[config.mk]
export PLATFORM = sky130hd
export DESIGN_NAME = updown_sat_field
export DESIGN_NICKNAME = d
export VERILOG_FILES = /design/src/rtl/cnt_pkg.sv /design/src/rtl/cnt_step_sel.sv /design/src/rtl/cnt_dp.sv /design/src/rtl/cnt_ctrl.sv /design/src/rtl/updown_sat_field.sv
export SDC_FILE = /design/constraint.sdc
export NUM_CORES = 1
export LEC_CHECK = 0
export CORE_ASPECT_RATIO = 1.1
export CORE_MARGIN = 2
export CORE_UTILIZATION = 46
export CTS_BUF_LIST = sky130_fd_sc_hd__clkbuf_16
export CTS_CLUSTER_DIAMETER = 100
export DETAILED_ROUTE_END_ITERATION = 12
export PLACE_DENSITY = 0.81
export SETUP_SLACK_MARGIN = 0.2
export SLEW_MARGIN = 10
export SYNTH_ARGS = -nofsm -noshare
export SYNTH_HDL_FRONTEND = slang
export SYNTH_SLANG_ARGS = --single-unit
[constraint.sdc]
create_clock -name clk -period 5.3 [get_ports clk]
set_input_delay 0.53 -clock clk [delete_from_list [all_inputs] [get_ports clk]]
set_output_delay 0.53 -clock clk [all_outputs]
set_load 0.01 [all_outputs]
[src/rtl/cnt_pkg.sv]
package cnt_pkg;

  // Result of the datapath comparisons, consumed by the control
  typedef struct packed {
    logic goesUp;     // net update raises the count
    logic goesDown;   // net update lowers the count
    logic overHi;     // raw result above the upper saturation limit
    logic underLo;    // raw result below the lower saturation limit
    logic pastMax;    // raw result does not fit (too large)
    logic belowZero;  // raw result negative
  } cnt_cmp_t;

  // Selection strobes from the control to the datapath
  typedef struct packed {
    logic takeSw;     // load software data
    logic takeHi;     // clamp to upper limit
    logic takeLo;     // clamp to lower limit
    logic takeRaw;    // store raw (possibly wrapped) result
    logic ovf;        // upward wrap happens this cycle
    logic unf;        // downward wrap happens this cycle
  } cnt_strobe_t;

endpackage

[src/rtl/cnt_step_sel.sv]
module cnt_step_sel #(
  parameter int unsigned IN_W      = 4,
  parameter int unsigned OUT_W     = 4,
  parameter bit          FROM_PORT = 1'b1,
  parameter int unsigned CONST_VAL = 1
) (
  input  logic             en,
  input  logic [IN_W-1:0]  stepIn,
  output logic [OUT_W-1:0] amt
);

  logic [OUT_W-1:0] stepVal;

  generate
    if (FROM_PORT) begin : g_port
      assign stepVal = OUT_W'(stepIn);
    end else begin : g_const
      logic unusedStep;
      assign unusedStep = ^stepIn;
      assign stepVal    = OUT_W'(CONST_VAL);
    end
  endgenerate

  assign amt = en ? stepVal : '0;

endmodule

[src/rtl/cnt_dp.sv]
module cnt_dp
  import cnt_pkg::*;
#(
  parameter int unsigned    CNT_W       = 8,
  parameter int unsigned    STEP_W      = 4,
  parameter logic [CNT_W-1:0] HI_LIM    = '1,
  parameter logic [CNT_W-1:0] LO_LIM    = '0,
  parameter logic [CNT_W-1:0] RST_VAL   = '0,
  parameter bit             INC_THR_EN  = 1'b0,
  parameter logic [CNT_W-1:0] INC_THR_LVL = '1,
  parameter bit             DEC_THR_EN  = 1'b0,
  parameter logic [CNT_W-1:0] DEC_THR_LVL = '0
) (
  input  logic              clk,
  input  logic              rstN,
  input  logic [STEP_W-1:0] incAmt,
  input  logic [STEP_W-1:0] decAmt,
  input  logic [CNT_W-1:0]  swData,
  input  cnt_strobe_t       strobe,
  output logic [CNT_W-1:0]  count,
  output cnt_cmp_t          cmp,
  output logic              incThr,
  output logic              decThr
);

  localparam int unsigned EXT_W  = CNT_W + STEP_W + 2;
  localparam int unsigned CPAD_W = EXT_W - CNT_W;
  localparam int unsigned SPAD_W = EXT_W - STEP_W;

  logic [CNT_W-1:0] countQ;
  logic [CNT_W-1:0] countD;

  logic signed [EXT_W-1:0] curExt;
  logic signed [EXT_W-1:0] incExt;
  logic signed [EXT_W-1:0] decExt;
  logic signed [EXT_W-1:0] rawExt;
  logic signed [EXT_W-1:0] hiExt;
  logic signed [EXT_W-1:0] loExt;
  logic signed [EXT_W-1:0] maxExt;

  assign curExt = $signed({{CPAD_W{1'b0}}, countQ});
  assign incExt = $signed({{SPAD_W{1'b0}}, incAmt});
  assign decExt = $signed({{SPAD_W{1'b0}}, decAmt});
  assign hiExt  = $signed({{CPAD_W{1'b0}}, HI_LIM});
  assign loExt  = $signed({{CPAD_W{1'b0}}, LO_LIM});
  assign maxExt = $signed({{CPAD_W{1'b0}}, {CNT_W{1'b1}}});

  assign rawExt = curExt + incExt - decExt;

  always_comb begin
    cmp.goesUp    = rawExt > curExt;
    cmp.goesDown  = rawExt < curExt;
    cmp.overHi    = rawExt > hiExt;
    cmp.underLo   = rawExt < loExt;
    cmp.pastMax   = rawExt > maxExt;
    cmp.belowZero = rawExt[EXT_W-1];
  end

  // Next-value selection; the raw slice is the modulo result on a wrap
  always_comb begin
    countD = countQ;
    if (strobe.takeSw) begin
      countD = swData;
    end else if (strobe.takeHi) begin
      countD = HI_LIM;
    end else if (strobe.takeLo) begin
      countD = LO_LIM;
    end else if (strobe.takeRaw) begin
      countD = rawExt[CNT_W-1:0];
    end
  end

  always_ff @(posedge clk or negedge rstN) begin
    if (!rstN) begin
      countQ <= RST_VAL;
    end else begin
      countQ <= countD;
    end
  end

  assign count = countQ;

  generate
    if (INC_THR_EN) begin : g_incThr
      assign incThr = countQ >= INC_THR_LVL;
    end else begin : g_noIncThr
      assign incThr = 1'b0;
    end
    if (DEC_THR_EN) begin : g_decThr
      assign decThr = countQ <= DEC_THR_LVL;
    end else begin : g_noDecThr
      assign decThr = 1'b0;
    end
  endgenerate

endmodule

[src/rtl/cnt_ctrl.sv]
module cnt_ctrl
  import cnt_pkg::*;
#(
  parameter bit INC_SAT_EN = 1'b1,
  parameter bit DEC_SAT_EN = 1'b1
) (
  input  logic        clk,
  input  logic        rstN,
  input  logic        swWr,
  input  cnt_cmp_t    cmp,
  output cnt_strobe_t strobe,
  output logic        ovfPulse,
  output logic        unfPulse
);

  logic incSat;
  logic decSat;

  assign incSat = INC_SAT_EN;
  assign decSat = DEC_SAT_EN;

  always_comb begin
    strobe = '0;
    if (swWr) begin
      strobe.takeSw = 1'b1;
    end else if (cmp.goesUp) begin
      if (incSat && cmp.overHi) begin
        strobe.takeHi = 1'b1;
      end else begin
        strobe.takeRaw = 1'b1;
        strobe.ovf     = cmp.pastMax;
      end
    end else if (cmp.goesDown) begin
      if (decSat && cmp.underLo) begin
        strobe.takeLo = 1'b1;
      end else begin
        strobe.takeRaw = 1'b1;
        strobe.unf     = cmp.belowZero;
      end
    end
  end

  always_ff @(posedge clk or negedge rstN) begin
    if (!rstN) begin
      ovfPulse <= 1'b0;
      unfPulse <= 1'b0;
    end else begin
      ovfPulse <= strobe.ovf;
      unfPulse <= strobe.unf;
    end
  end

endmodule

[src/rtl/updown_sat_field.sv]
module updown_sat_field
  import cnt_pkg::*;
#(
  parameter int unsigned      CNT_W         = 8,
  parameter logic [CNT_W-1:0] RST_VAL       = '0,
  parameter int unsigned      INC_W         = 4,
  parameter bit               INC_FROM_PORT = 1'b1,
  parameter int unsigned      INC_CONST     = 1,
  parameter int unsigned      DEC_W         = 4,
  parameter bit               DEC_FROM_PORT = 1'b0,
  parameter int unsigned      DEC_CONST     = 3,
  parameter bit               INC_SAT_EN    = 1'b1,
  parameter logic [CNT_W-1:0] INC_SAT_LIM   = 8'd200,
  parameter bit               DEC_SAT_EN    = 1'b0,
  parameter logic [CNT_W-1:0] DEC_SAT_LIM   = '0,
  parameter bit               INC_THR_EN    = 1'b1,
  parameter logic [CNT_W-1:0] INC_THR_LVL   = 8'd100,
  parameter bit               DEC_THR_EN    = 1'b1,
  parameter logic [CNT_W-1:0] DEC_THR_LVL   = 8'd20
) (
  input  logic             clk,
  input  logic             rstN,
  input  logic             incEn,
  input  logic [INC_W-1:0] incStep,
  input  logic             decEn,
  input  logic [DEC_W-1:0] decStep,
  input  logic             swWr,
  input  logic [CNT_W-1:0] swData,
  output logic [CNT_W-1:0] count,
  output logic             ovfPulse,
  output logic             unfPulse,
  output logic             incThr,
  output logic             decThr
);

  localparam int unsigned STEP_W = (INC_W > DEC_W) ? INC_W : DEC_W;

  logic [STEP_W-1:0] incAmt;
  logic [STEP_W-1:0] decAmt;
  cnt_strobe_t       strobe;
  cnt_cmp_t          cmp;

  cnt_step_sel #(
    .IN_W(INC_W), .OUT_W(STEP_W), .FROM_PORT(INC_FROM_PORT), .CONST_VAL(INC_CONST)
  ) u_incSel (
    .en(incEn), .stepIn(incStep), .amt(incAmt)
  );

  cnt_step_sel #(
    .IN_W(DEC_W), .OUT_W(STEP_W), .FROM_PORT(DEC_FROM_PORT), .CONST_VAL(DEC_CONST)
  ) u_decSel (
    .en(decEn), .stepIn(decStep), .amt(decAmt)
  );

  cnt_dp #(
    .CNT_W(CNT_W), .STEP_W(STEP_W), .HI_LIM(INC_SAT_LIM), .LO_LIM(DEC_SAT_LIM),
    .RST_VAL(RST_VAL), .INC_THR_EN(INC_THR_EN), .INC_THR_LVL(INC_THR_LVL),
    .DEC_THR_EN(DEC_THR_EN), .DEC_THR_LVL(DEC_THR_LVL)
  ) u_dp (
    .clk(clk), .rstN(rstN), .incAmt(incAmt), .decAmt(decAmt), .swData(swData),
    .strobe(strobe), .count(count), .cmp(cmp), .incThr(incThr), .decThr(decThr)
  );

  cnt_ctrl #(
    .INC_SAT_EN(INC_SAT_EN), .DEC_SAT_EN(DEC_SAT_EN)
  ) u_ctrl (
    .clk(clk), .rstN(rstN), .swWr(swWr), .cmp(cmp), .strobe(strobe),
    .ovfPulse(ovfPulse), .unfPulse(unfPulse)
  );

endmodule

==> results by group, run 1 <==
Global route
  – Global Route met1 Usage: 29.5%
  – First-pass GRT wire length: 7220 um
  – Number of global-route vias before repair: 1583
  – Met2 track utilization from global routing: 52.4%
  – Number of antenna violations at the first check in global routing: 0
  – GRT Total Usage: 27.3%
  – Pin count of the biggest net entering global routing: 11
  – Met3 capacity usage during global routing: 3.36%
  – Global-route layer with the greatest usage: met2
  – Residual overflow from global routing: 0

Finish
  – Core Util, Final: 72.8%
  – Number of nets in the layout: 252
  – Post-synthesis to final-layout area growth: 48.5%
  – Footprint of the multi-input gates: 1140 sq um
  – Filler cells: 198
  – Final standard cell count with taps included and fillers excluded: 245
  – Fraction of layout instances using a drive strength above 1: 25.5%
  – Diodes inserted: 0
  – Sequential cell area in the final layout: 250 sq um

Clocking
  – Clock insertion delay at the later pin of the skew report: 0.23 ns
  – Maximum buffer depth of the clock tree: 2
  – TritonCTS clock tree: done
  – Num CTS Buffers: 3
  – CTS root buffer: clkbuf_16
  – CTS H-Tree Depth: 1
  – Clock sink count: 10
  – Register clock-pin slew on the reported worst setup and hold paths: 0.04 ns

Worst setup path
  – Crit Path Category: input pin to register
  – Data arrival time of the worst path: 5.16 ns
  – End of the worst register-to-register path: u_dp.count[7]$_DFFE_PN0P_
  – Element type at the critical path end: register
  – Type of origin of the critical path: input pin
  – Max FO, Critical Path: 4
  – Reg-to-Reg Start: u_dp.count[0]$_DFFE_PN0P_
  – Internal reg-to-reg setup slack: 0.65 ns
  – Required time of the critical path: 5.47 ns
  – Number of cell instances on the worst register-to-register path: 17

Die
  – Standard-cell rows: 20
  – Top-level port count: 33
  – Total die area: 3440 sq um
  – Die Y: 61.3 um
  – Initial core utilization: 49.0%
  – Die extent in x: 56.1 um
  – Core outline area: 2800 sq um

Synthesis
  – Synthesis-stage register bit count: 10
  – Top cells by count, synth: ha_1 (15), inv_1 (15), nor2_1 (11)
  – Number of distinct standard cells referenced by the synthesized netlist: 55
  – Most common flop cell mapped by yosys: dfrtp_1
  – Mean instance size in the synthesized netlist: 8.59 sq um
  – Portion of the post-synthesis area used by sequential elements: 18.2%
  – Synthesized area: 1370 sq um
  – Area share of the leading cell type in the synthesized netlist: 18.2%
  – Cell taking the most area after synthesis: dfrtp_1
  – Dominant cells by area after synthesis: dfrtp_1 (18%), ha_1 (14%), xnor2_1 (5.1%)
  – Synth warnings: 0
  – Fraction of registers with async set/reset: 100%
  – Number of synthesized flops with an enable pin: 0
  – Number of nets in the synthesized netlist: 198
  – Gate Count Post-Synth: 160

STA
  – Minimum hold slack: 0.613 ns
  – Final-layout setup total negative slack: 0 ns
  – Maximum clock frequency: 200 MHz
  – Pins Over Slew Limit: 0
  – Final Skew: 0.00219 ns
  – Final critical-path required period: 4.99 ns
  – Worst-case setup margin in the final layout: 0.309 ns
  – Fraction of the cycle the final worst path needs: 94.2%
  – Unrepaired setup endpoints after global routing: no
  – Final Hold Violating Endpoints: 0
  – Number of setup violations in the final report: 0

Drt
  – Total wirelength of the detailed-routed design: 4450 um
  – DRC violations left: 0
  – First drt pass iteration count: 4
  – Number of nets with antenna violations after detailed routing: 0
  – Vias after detailed routing: 1538
  – Average routed wire per standard cell: 18.2 um
  – 1st-iter DRT viols: 73
  – Vias per cell: 6.28

Place
  – Gp weighted congestion: 1.01
  – Post-Place Setup Slack: -0.182 ns
  – IO buf count: 28
  – DPL Wire Length: 3300 um
  – Instance count after placement with tap cells included: 235

Min path
  – Type of the worst min-delay path: input pin to async pin

Job
  – Maximum Capacitance Violations: 0

Power
  – Static leakage: 0.920 nW
  – P per Cell Area: 590 nW/um^2
  – Largest voltage drop on the vdd net: 539 uV

Outcome
  – Outcome: completed
[power breakdown]
part | switching (W) | internal [W]
Combinational | 0.000460 | 0.000457
Sequential | 0.0000568 | 0.000101
Clock | 0.0000317 | 0.0000975
Total | 0.000549 | 0.000656
[worst max-delay path by stage]
stage	startpoint	to	slack (ns)	cells past startpoint
floorplan	incStep[0]	u_dp.count[5]$_DFFE_PN0P_	0.69	20
global placement	incEn	u_dp.count[5]$_DFFE_PN0P_	-0.01	21
detailed placement	incEn	u_dp.count[5]$_DFFE_PN0P_	-0.18	21
CTS	incStep[0]	u_dp.count[7]$_DFFE_PN0P_	0.23	19
global route	incStep[0]	u_dp.count[7]$_DFFE_PN0P_	0.20	22
finish	incStep[0]	u_dp.count[7]$_DFFE_PN0P_	0.31	19
[layer usage]
metal | up-vias | routed length, um
met3 | 24 | 369
li1 | 705 | -
met5 | - | 0
met2 | 88 | 2200
met1 | 721 | 1650
met4 | 0 | 226
[cell type report]
type / instances / share of cell area (%)
multi-input cells: 130 / 55.7
flip-flops and latches: 10 / 12.3
repair buffers: 54 / 23.6
inverters: 15 / 2.76
clock buffers: 3 / 3.68
well taps: 33 / 2.02
[metrics by stage]
step	power, W	area, sq um
2_1_floorplan	0.000643	1370
3_3_place_gp	0.000867	1810
3_5_place_dp	0.000913	1810
4_1_cts	0.00113	1960
5_1_grt	0.00129	2040
6_report	0.00120	2040
[placed cells by master (no fill, tap or decap), types with 2 or more instances in the layout]
cell	synthesis	layout
a31o_1	5	5
xnor2_1	8	5
clkbuf_16	0	3
o22ai_1	2	2
dfrtp_1	10	10
o22a_1	2	2
ha_4	0	2
and3_1	2	2
buf_4	1	24
nor3_1	2	2
nor2b_1	3	2
a21oi_2	2	2
o21ai_0	5	4
xnor2_2	1	4
nor2_1	11	9
and2_1	4	3
buf_6	1	2
ha_1	15	13
nand4_1	5	5
o21ai_1	1	2
inv_1	15	15
a21o_1	5	5
nand2_1	6	5
a22o_1	5	5
clkdlybuf4s50_1	0	27
nand4b_1	2	2
nand3_1	8	8
a21oi_1	6	6
[sequential cells by signal (all words and copies together), names as in the netlist]
| name | count |
|---|---|
| u_dp.count | 8 |
| u_ctrl.unfPulse | 1 |
| u_ctrl.ovfPulse | 1 |
[logic make-up (layout without fill, tap and decap cells)]
| logic type | Yosys count | after routing | synth area share [%] |
|---|---|---|---|
| AND/OR/NAND/NOR | 52 | 52 | 22.3 |
| XOR/XNOR | 10 | 10 | 7.47 |
| flip-flops | 10 | 10 | 18.2 |
| other | 1 | 1 | 0.273 |
| adder cells (fa/ha/maj) | 17 | 17 | 16.6 |
| buffers and inverters | 20 | 72 | 6.47 |
| multiplexers | 1 | 1 | 0.729 |
| AO/OA/AOI/OAI | 49 | 49 | 28.0 |
[repair_timing]
item                                    4_1_cts  5_1_grt
gates resized for setup                      12       10
endpoints found under the setup margin        8        8
pin swaps                                     9       15
hold buffers                                  0        0
setup buffers                                 5        2
[critical path, cell delays in order]
cell and delay [ns]:
clkdlybuf4s50_1 0.40, and2_4 0.14, ha_4 0.15, fa_1 0.47
ha_1 0.32, nor2b_4 0.14, nor3_4 0.19, o221ai_4 0.17
or4_4 0.55, nand2_2 0.09, xnor2_1 0.13, ha_1 0.27
a211o_1 0.31, ha_4 0.30, or3b_4 0.39, o211ai_4 0.13
buf_6 0.14, o22a_1 0.16, o22a_1 0.16
No activity file was read; power rests on OpenSTA's default activity.
==> inputs of run 2 (changes only) <==
CORE_UTILIZATION = 30   (was 46)
PLACE_DENSITY = 0.59   (was 0.81)
==> results by group, run 2 (same netlist as run 1, synthesis figures left out) <==
Clocking
  – Clock sink count: 10 (unchanged)
  – Num CTS Buffers: 3 (unchanged)
  – Maximum buffer depth of the clock tree: 2 (unchanged)
  – TritonCTS clock tree: done
  – CTS H-Tree Depth: 1 (unchanged)
  – Register clock-pin slew on the reported worst setup and hold paths: 0.04 ns (about the same)
  – CTS root buffer: clkbuf_16
  – Clock insertion delay at the later pin of the skew report: 0.23 ns (about the same)

STA
  – Worst-case setup margin in the final layout: 0.287 ns (-0.0218 ns)
  – Final critical-path required period: 5.01 ns (+0.0218 ns)
  – Maximum clock frequency: 199 MHz (-0.44%)
  – Pins Over Slew Limit: 0 (unchanged)
  – Unrepaired setup endpoints after global routing: yes
  – Fraction of the cycle the final worst path needs: 94.6% (+0.41 points)
  – Final Skew: 0.000475 ns (-0.00172 ns)
  – Final Hold Violating Endpoints: 0 (unchanged)
  – Number of setup violations in the final report: 0 (unchanged)

Global route
  – Pin count of the biggest net entering global routing: 11 (unchanged)
  – Residual overflow from global routing: 0 (unchanged)
  – Number of global-route vias before repair: 1377 (-13%)
  – First-pass GRT wire length: 6310 um (-13%)
  – Number of antenna violations at the first check in global routing: 0 (unchanged)
  – GRT Total Usage: 16.2% (-11 points)

Worst setup path
  – Kind of cell adding the most delay to the critical path: simple AND/OR/NAND/NOR gates
  – Critical-path top delay cell: or4_4
  – Reg-to-Reg Start: u_dp.count[0]$_DFFE_PN0P_
  – Crit Path Category: input pin to register
  – Critical path, cell by cell: clkdlybuf4s50_1 > and2_4 > ha_4 > fa_1 > ha_1 > nor2b_4 > nor3_4 > o221ai_4 > or4_4 > nand2_4 > xnor2_2 > ha_1 > a211o_1 > ha_4 > or3b_4 > o211ai_4 > buf_4 > o21ba_1 > o22a_1
  – First element of the critical path: incStep[0]
  – Type of origin of the critical path: input pin
  – Data arrival time of the worst path: 5.18 ns (+0.02 ns)
  – Required time of the critical path: 5.47 ns (about the same)
  – Max FO, Critical Path: 4 (unchanged)
  – Stage delay of the slowest cell on the critical path: 0.57 ns (+0.02 ns)
  – Element type at the critical path end: register
  – CP bufs+invs: 2 (unchanged)

Outcome
  – Outcome: completed

Finish
  – Filler cells: 467 (+140%)
  – Fraction of layout instances using a drive strength above 1: 26.5% (+1.0 points)
  – Number of flip-flops under the largest register name: 8 (unchanged)
  – Diodes inserted: 0 (unchanged)
  – Most common library cell in the layout ignoring fill and taps: buf_4
  – Post-synthesis to final-layout area growth: 52.9%
  – Leading cell types in the layout, fill and taps excluded: buf_4 (29), clkdlybuf4s50_1 (27), inv_1 (15)
  – Number of nets in the layout: 255 (+1.2%)

Drt
  – 1st-iter DRT viols: 30 (-59%)
  – Number of nets with antenna violations after detailed routing: 0 (unchanged)
  – Total wirelength of the detailed-routed design: 3950 um (-11%)
  – Vias after detailed routing: 1406 (-8.6%)
  – Average routed wire per standard cell: 14.7 um (-19%)
  – Vias per cell: 5.23 (-17%)
  – First drt pass iteration count: 4 (unchanged)
  – DRC violations left: 0 (unchanged)

Place
  – IO buf count: 28 (unchanged)
  – DPL Wire Length: 3150 um (-4.6%)
  – Gp weighted congestion: 0.858 (-15%)
  – Post-Place Setup Slack: -0.0489 ns (+0.133 ns)

Die
  – Core outline area: 4350 sq um (+55%)
  – Die Y: 75.0 um (+22%)
  – Total die area: 5140 sq um (+49%)
  – Die extent in x: 68.5 um (+22%)
  – Standard-cell rows: 25 (+25%)
  – Initial core utilization: 31.6% (-17 points)
  – Top-level port count: 33 (unchanged)

Power
  – P per Cell Area: 557 nW/um^2 (-5.6%)
  – Power consumption: 0.00117 W (-2.8%)
  – Largest voltage drop on the vdd net: 318 uV (-41%)
  – Static leakage: 0.947 nW (+2.9%)

Job
  – Maximum Capacitance Violations: 0 (unchanged)

Min path
  – Type of the worst min-delay path: input pin to async pin
==> run 2: worst register-to-register path, stage by stage (launching register included) <==
cell      delay (ns)
dfrtp_1         0.46
ha_4            0.21
fa_1            0.48
ha_1            0.31
nor2b_4         0.14
nor3_4          0.24
o221ai_4        0.19
or4_4           0.57
nand2_4         0.09
xnor2_2         0.07
ha_1            0.31
a211o_1         0.34
ha_4            0.30
or3b_4          0.40
o211ai_4        0.14
buf_4           0.16
o21ba_1         0.11
o22a_1          0.12
==> run 2: worst paths after layout <==
kind                                                  end  slack (ns)  cells after the start
worst max-delay path            u_dp.count[7]$_DFFE_PN0P_        0.29                     19
worst min-delay path            u_dp.count[7]$_DFFE_PN0P_        0.61                      1
worst max register to register  u_dp.count[7]$_DFFE_PN0P_        0.61                     17
worst min register to register  u_dp.count[7]$_DFFE_PN0P_        0.66                      1
max in group asynchronous       u_dp.count[0]$_DFFE_PN0P_        4.40                      1
min in group clk                u_dp.count[7]$_DFFE_PN0P_        0.66                      1
==> run 2: metal layers <==
layer	up-vias	GRT usage, %	wire [um]
met3	2	1.05	125
met1	664	22.3	1870
met5	-	0	0
li1	711	-	-
met4	0	4.67	29
met2	29	27.1	1930
==> run 2: where the power goes <==
group	internal (W)	total, W	switching (W)
Clock	0.0000973	0.000127	0.0000300
Sequential	0.000101	0.000151	0.0000505
Combinational	0.000459	0.000891	0.000433
==> run 2: layout make-up <==
cell class	count	area [sq um]	share of cell area, %
flip-flops and latches	10	250	11.9
well taps	54	67.6	3.22
repair buffers	57	500	23.8
inverters	15	56.3	2.68
clock buffers	3	75.1	3.57
multi-input cells	130	1150	54.8
==> run 2: timing repair <==
item / 4_1_cts / 5_1_grt
hold buffers: 0 / 0
endpoints found under the setup margin: 5 / 8
pin swaps: 2 / 12
cloned: 0 / 0
gates resized for setup: 3 / 18
buffers inserted: 2 / 4
==> run 2: metrics by stage <==
step                utilization, %  hold WS, ns  TNS, ns  instances  area, sq um
floorplan                        -        0.234        0        160         1370
CTS                           45.3        0.621        0        265         1970
detailed placement            42.8        0.657   -0.186        260         1860
global route                  48.3        0.649        0        269         2100
finish                        48.3        0.605        0        269         2100
global placement              42.8        0.645   -0.335        260         1860
==> inputs of run 3 (changes only) <==
CAP_MARGIN = 0   (was default)
GPL_TIMING_DRIVEN = 1   (was default)
==> results of run 3 <==
The final DEF is identical to that of run 2; final timing and power are the same.
